File: src/rtl/cfr_pkg.sv
package cfr_pkg;
  typedef enum logic [3:0] {
    OP_NONE  = 4'd0,
    OP_BEQ   = 4'd1,
    OP_BNE   = 4'd2,
    OP_BGTZ  = 4'd3,
    OP_BLTZ  = 4'd4,
    OP_BGEZ  = 4'd5,
    OP_BLEZ  = 4'd6,
    OP_J     = 4'd7,
    OP_JAL   = 4'd8,
    OP_JR    = 4'd9,
    OP_JALR  = 4'd10,
    OP_JALRA = 4'd11,
    OP_TEQ   = 4'd12,
    OP_TGE   = 4'd13
  } cf_op_e;

  typedef enum logic [1:0] {
    TGT_SEQ = 2'd0,
    TGT_BR  = 2'd1,
    TGT_ABS = 2'd2,
    TGT_REG = 2'd3
  } tgt_sel_e;
endpackage

File: src/rtl/cfr_cond.sv
module cfr_cond
  import cfr_pkg::*;
#(
  parameter int XLEN = 32
) (
  input  cf_op_e          op,
  input  logic [XLEN-1:0] a,
  input  logic [XLEN-1:0] b,
  output logic            br_hit,
  output logic            trap_hit,
  output tgt_sel_e        tgt_sel
);
  logic eq, neg, zero, sge;

  assign eq   = (a == b);
  assign neg  = a[XLEN-1];
  assign zero = (a == '0);
  assign sge  = ($signed(a) >= $signed(b));

  always_comb begin
    br_hit   = 1'b0;
    trap_hit = 1'b0;
    tgt_sel  = TGT_SEQ;
    case (op)
      OP_BEQ:  br_hit = eq;
      OP_BNE:  br_hit = !eq;
      OP_BGTZ: br_hit = !neg && !zero;
      OP_BLTZ: br_hit = neg;
      OP_BGEZ: br_hit = !neg;
      OP_BLEZ: br_hit = neg || zero;
      OP_J, OP_JAL: br_hit = 1'b1;
      OP_JR, OP_JALR, OP_JALRA: br_hit = 1'b1;
      OP_TEQ:  trap_hit = eq;
      OP_TGE:  trap_hit = sge;
      default: ;
    endcase
    case (op)
      OP_BEQ, OP_BNE, OP_BGTZ, OP_BLTZ, OP_BGEZ, OP_BLEZ: tgt_sel = TGT_BR;
      OP_J, OP_JAL:             tgt_sel = TGT_ABS;
      OP_JR, OP_JALR, OP_JALRA: tgt_sel = TGT_REG;
      default:                  tgt_sel = TGT_SEQ;
    endcase
  end
endmodule

File: src/rtl/cfr_target.sv
module cfr_target #(
  parameter int XLEN  = 32,
  parameter int TGT_W = 26
) (
  input  logic [XLEN-1:0]  pc,
  input  logic [XLEN-1:0]  offset,
  input  logic [TGT_W-1:0] jtgt,
  output logic [XLEN-1:0]  seq_pc,
  output logic [XLEN-1:0]  br_pc,
  output logic [XLEN-1:0]  abs_pc
);
  localparam int REGION_W = XLEN - TGT_W - 2;

  function automatic logic [XLEN-1:0] step(input logic [XLEN-1:0] p);
    return p + XLEN'(4);
  endfunction

  function automatic logic [XLEN-1:0] rel(input logic [XLEN-1:0] base,
                                          input logic [XLEN-1:0] off);
    return base + {off[XLEN-3:0], 2'b00};
  endfunction

  function automatic logic [XLEN-1:0] region(input logic [XLEN-1:0] base,
                                             input logic [TGT_W-1:0] t);
    return {base[XLEN-1 -: REGION_W], t, 2'b00};
  endfunction

  assign seq_pc = step(pc);
  assign br_pc  = rel(seq_pc, offset);
  assign abs_pc = region(seq_pc, jtgt);
endmodule

File: src/rtl/cfr_link.sv
module cfr_link
  import cfr_pkg::*;
#(
  parameter int XLEN      = 32,
  parameter int IDX_W     = 5,
  parameter int LINK_REG  = 31
) (
  input  cf_op_e           op,
  input  logic [IDX_W-1:0] rd_idx,
  input  logic [XLEN-1:0]  ret_addr,
  output logic             we,
  output logic [IDX_W-1:0] idx,
  output logic [XLEN-1:0]  data
);
  localparam logic [IDX_W-1:0] RA_IDX = IDX_W'(LINK_REG);

  always_comb begin
    we   = 1'b0;
    idx  = '0;
    data = '0;
    case (op)
      OP_JAL, OP_JALRA: begin
        we   = 1'b1;
        idx  = RA_IDX;
        data = ret_addr;
      end
      OP_JALR: begin
        we   = 1'b1;
        idx  = rd_idx;
        data = ret_addr;
      end
      default: ;
    endcase
  end
endmodule

File: src/rtl/cf_resolver.sv
module cf_resolver
  import cfr_pkg::*;
#(
  parameter int XLEN     = 32,
  parameter int TGT_W    = 26,
  parameter int IDX_W    = 5,
  parameter int LINK_REG = 31
) (
  input  logic [XLEN-1:0]  pc_i,
  input  logic [XLEN-1:0]  rs_val_i,
  input  logic [XLEN-1:0]  rt_val_i,
  input  logic [XLEN-1:0]  offset_i,
  input  logic [TGT_W-1:0] jtarget_i,
  input  logic [IDX_W-1:0] rd_idx_i,
  input  logic [3:0]       op_i,
  output logic             taken_o,
  output logic [XLEN-1:0]  next_pc_o,
  output logic             link_we_o,
  output logic [IDX_W-1:0] link_idx_o,
  output logic [XLEN-1:0]  link_data_o,
  output logic             trap_o
);
  cf_op_e          op;
  tgt_sel_e        tgt_sel;
  logic            cond_hit;
  logic            trap_hit;
  logic [XLEN-1:0] seq_pc;
  logic [XLEN-1:0] br_pc;
  logic [XLEN-1:0] abs_pc;

  assign op = cf_op_e'(op_i);

  cfr_cond #(.XLEN(XLEN)) u_cond (
    .op       (op),
    .a        (rs_val_i),
    .b        (rt_val_i),
    .br_hit   (cond_hit),
    .trap_hit (trap_hit),
    .tgt_sel  (tgt_sel)
  );

  cfr_target #(.XLEN(XLEN), .TGT_W(TGT_W)) u_target (
    .pc     (pc_i),
    .offset (offset_i),
    .jtgt   (jtarget_i),
    .seq_pc (seq_pc),
    .br_pc  (br_pc),
    .abs_pc (abs_pc)
  );

  cfr_link #(.XLEN(XLEN), .IDX_W(IDX_W), .LINK_REG(LINK_REG)) u_link (
    .op       (op),
    .rd_idx   (rd_idx_i),
    .ret_addr (seq_pc),
    .we       (link_we_o),
    .idx      (link_idx_o),
    .data     (link_data_o)
  );

  always_comb begin
    next_pc_o = seq_pc;
    if (cond_hit) begin
      case (tgt_sel)
        TGT_BR:  next_pc_o = br_pc;
        TGT_ABS: next_pc_o = abs_pc;
        TGT_REG: next_pc_o = rs_val_i;
        default: next_pc_o = seq_pc;
      endcase
    end
  end

  assign taken_o = cond_hit;
  assign trap_o  = trap_hit;
endmodule

File: config.mk
export PLATFORM = sky130hd
export DESIGN_NAME = cf_resolver
export DESIGN_NICKNAME = d
export VERILOG_FILES = /design/src/rtl/cfr_pkg.sv /design/src/rtl/cfr_cond.sv /design/src/rtl/cfr_target.sv /design/src/rtl/cfr_link.sv /design/src/rtl/cf_resolver.sv
export SDC_FILE = /design/constraint.sdc
export NUM_CORES = 1
export LEC_CHECK = 0
export ABC_AREA = 1
export BUFFER_PORTS_ARGS = -buffer_cell sky130_fd_sc_hd__buf_2
export CORE_ASPECT_RATIO = 0.5
export CORE_MARGIN = 1.5
export CORE_UTILIZATION = 45
export DETAILED_ROUTE_END_ITERATION = 7
export GPL_ROUTABILITY_DRIVEN = 0
export PLACE_DENSITY = 0.74
export RECOVER_POWER = 100
export SYNTH_ARGS = -nofsm -noshare
export SYNTH_HDL_FRONTEND = slang
export SYNTH_HIERARCHICAL = 1
export SYNTH_SLANG_ARGS = --single-unit
File: constraint.sdc
create_clock -name vclk -period 4
set_clock_uncertainty 0.15 [all_clocks]
set_input_delay 0.2 -clock vclk [all_inputs]
set_output_delay 0.2 -clock vclk [all_outputs]
set_load 0.01 [all_outputs]
==> flow_summary_export.csv <==
group,metric,value,unit
status,status,"finished with violations",
status,violations,"max-capacitance violations, max-slew violations",
routing,routed.top_layer,"met4",
sta,max_slew_margin,-0.326,
clock_tree,post_cts_resized,0,
routing,routedWlPerCell,13.8,um
floorplan,start_util,0.470,
yosys,synth_xor_area_frac,0.0605,
flow_run,cap_violations,1,
worst_setup_path,critPathMaxStageDelay,450,ps
yosys,yosys.area_share.simple,0.553,
cells_and_area,n_sequential_cell,0,
sta,setup_tns,0,ps
yosys,synth_top_area_frac,0.200,
grt,overflow,0,
cells_and_area,area_growth,13.4,%
yosys,synthMuxAreaShare,0,
placed_design,place_area,6990,um2
cells_and_area,regArea,0,um2
floorplan,die-area,14300,um2
sta,setup_violations,0,
cells_and_area,clkbuf_count,0,
routing,via_per_inst,5.17,
pwr,leakage,4.12,nW
grt,grt_max_degree,62,
routing,drt_iter0_markers,749,
worst_setup_path,cpMaxStageDelayCell,"xor2_1",
yosys,ys_seq_area_frac,0,
floorplan,core_area,12900,um2
routing,dr_wl_met3,2.16,mm
cells_and_area,multi_input_area,4880,um2
floorplan,ios,235,
grt,antenna_found_initial,0,
placed_design,dp_hpwl,17.9,mm
yosys,synth.avg_cell_area,5.22,um2
cells_and_area,antenna_cells,0,
cells_and_area,nets,1570,
yosys,ys_types,38,
yosys,syn_area,6080,um2
yosys,yosys_warnings,6,
yosys,synth_cells,1165,
pwr,ir_worst_vdd,0.0741,mV
worst_setup_path,cp-end-kind,"output pin",
yosys,synth_compound_area_frac,0.0515,
worst_setup_path,crit_path_frequent_cell,"nand2_1",
sta,min_period_over_period,0.954,
floorplan,num_rows,29,
worst_setup_path,crit_required,3650,ps
worst_setup_path,cp.arrival,3460,ps
sta,report.final.slew_viol_count,39,
clock_tree,ctsHoldBuffers,0,
grt,grt_pass1_wl,32.4,mm
routing,dr.pass1.iters,6,
clock_tree,post-cts-setup-buffers,0,
sta,hold_viol_final,0,
yosys,ys_top_cells_by_area,"nand2_1 20%, ha_1 13%, nor2_1 13%",
yosys,yosysTopAreaCell,"nand2_1",
worst_setup_path,critPathKind,"input pin to output pin",
worst_setup_path,path_cells,"buf_2 -> ha_1 -> inv_1 -> nor3_2 -> nand4_2 -> nor3_1 -> xor2_1 -> ha_1 -> nand2_1 -> nand2_1 -> nand2_1 -> nand2_1 -> nand2_1 -> nand2_1 -> inv_1 -> nand2_1 -> a21oi_1 -> nand2_1 -> nand2_1 -> nand3_1 -> nand2_1 -> nor2_1 -> nor2_1 -> clkbuf_2",
sta,fmax,0.262,GHz
yosys,synth_top_family_by_area,"simple AND/OR/NAND/NOR gates",
cells_and_area,fin_area,6890,um2
routing,dr_wl_met2,8.93,mm
worst_setup_path,crit_fanout,6,
sta,rsz0062_at_grt,"false",
cells_and_area,nFillCells,1449,
cells_and_area,utilization,0.534,
sta,timing_worst_slew_pin_value,1980,ps
cells_and_area,layout-drive-gt1-share,0.178,
worst_hold_path,worstHoldPathType,"input pin to output pin",
yosys,synthAdderAreaFrac,0.137,
placed_design,portBuffers,233,
floorplan,die_h,85.2,um
routing,met1Wirelength,9.23,mm
floorplan,die_x,167,um
routing,drtAntennaViolNets,0,
sta,period_needed,3810,ps
routing,drc,0,
pwr,p_per_area,141,nW/um2
routing,vias,7803,
sta,hold-worst-slack,574,ps
worst_setup_path,startpoint_type,"input pin",
grt,track_usage,0.278,
routing,routed_wl,20.8,mm
grt,first_global_vias,6893,
## power by group
part	switching, W	internal, W
sequential	0	0
combinational	0.000636	0.000335
clock	0	0
total	0.000636	0.000335
## kinds of logic (layout without fill, tap and decap cells)
family          after synthesis  in the layout
compound gates               56             56
simple gates                758            758
xor+xnor                     42             42
fa+ha+maj                    66             66
other cells                   1              2
buf+inv                     242            415
## routing by layer
layer  vias up  track usage
met1      3431        0.391
met5         -            0
met4         0       0.0557
met2       368        0.461
met3        50       0.0308
li1       3954            -
## metrics by stage
step                setup WS, ps  cells  power [W]
detailed placement           367   1509   0.000952
CTS                          361   1509   0.000958
global route                11.6   1509    0.00107
global placement             436   1509   0.000942
finish                       186   1509   0.000971
floorplan                   1170   1166   0.000659
## cell usage in the layout (no fill, tap or decap), types with 12 or more instances in the layout
| cell type | instances |
|---|---|
| nand2_1 | 324 |
| nor2_1 | 209 |
| buf_2 | 175 |
| inv_1 | 173 |
| nand3_1 | 141 |
| ha_1 | 65 |
| clkbuf_1 | 57 |
| a21oi_1 | 34 |
| xor2_1 | 34 |
| nor2_2 | 22 |
| nand4_1 | 12 |
## worst max-delay path, delay by kind of cell
family	cells	cell delay (ps)
fa+ha+maj	2	560
buf+inv	4	410
xor+xnor	1	450
simple gates	16	1590
compound gates	1	250
## synth_stat cells, drive strengths merged
master and instances:
or2 1, conb 1, inv 176, nor4 6
a21o 4, o21bai 5, ha 65, o21a 1
nor3 12, nand3 145, and2 1, buf 66
o21ai 10, o22ai 1, fa 1, nand2 332
nand3b 5, xnor2 8, nand4 14, nor2 241
a21oi 34, o31ai 1, xor2 34, nor3b 1
## final timing paths
check	slack (ps)	start	end	cells past startpoint
worst max-delay path	190	pc_i[2]	next_pc_o[31]	24
worst min-delay path	570	rd_idx_i[3]	link_idx_o[3]	4
## final cells by class
type,instances,share of cell area
well taps,170,0.0309
repair buffers,239,0.165
multi-input cells,924,0.708
inverters,176,0.0958
Power figures use the tool's default switching activity.
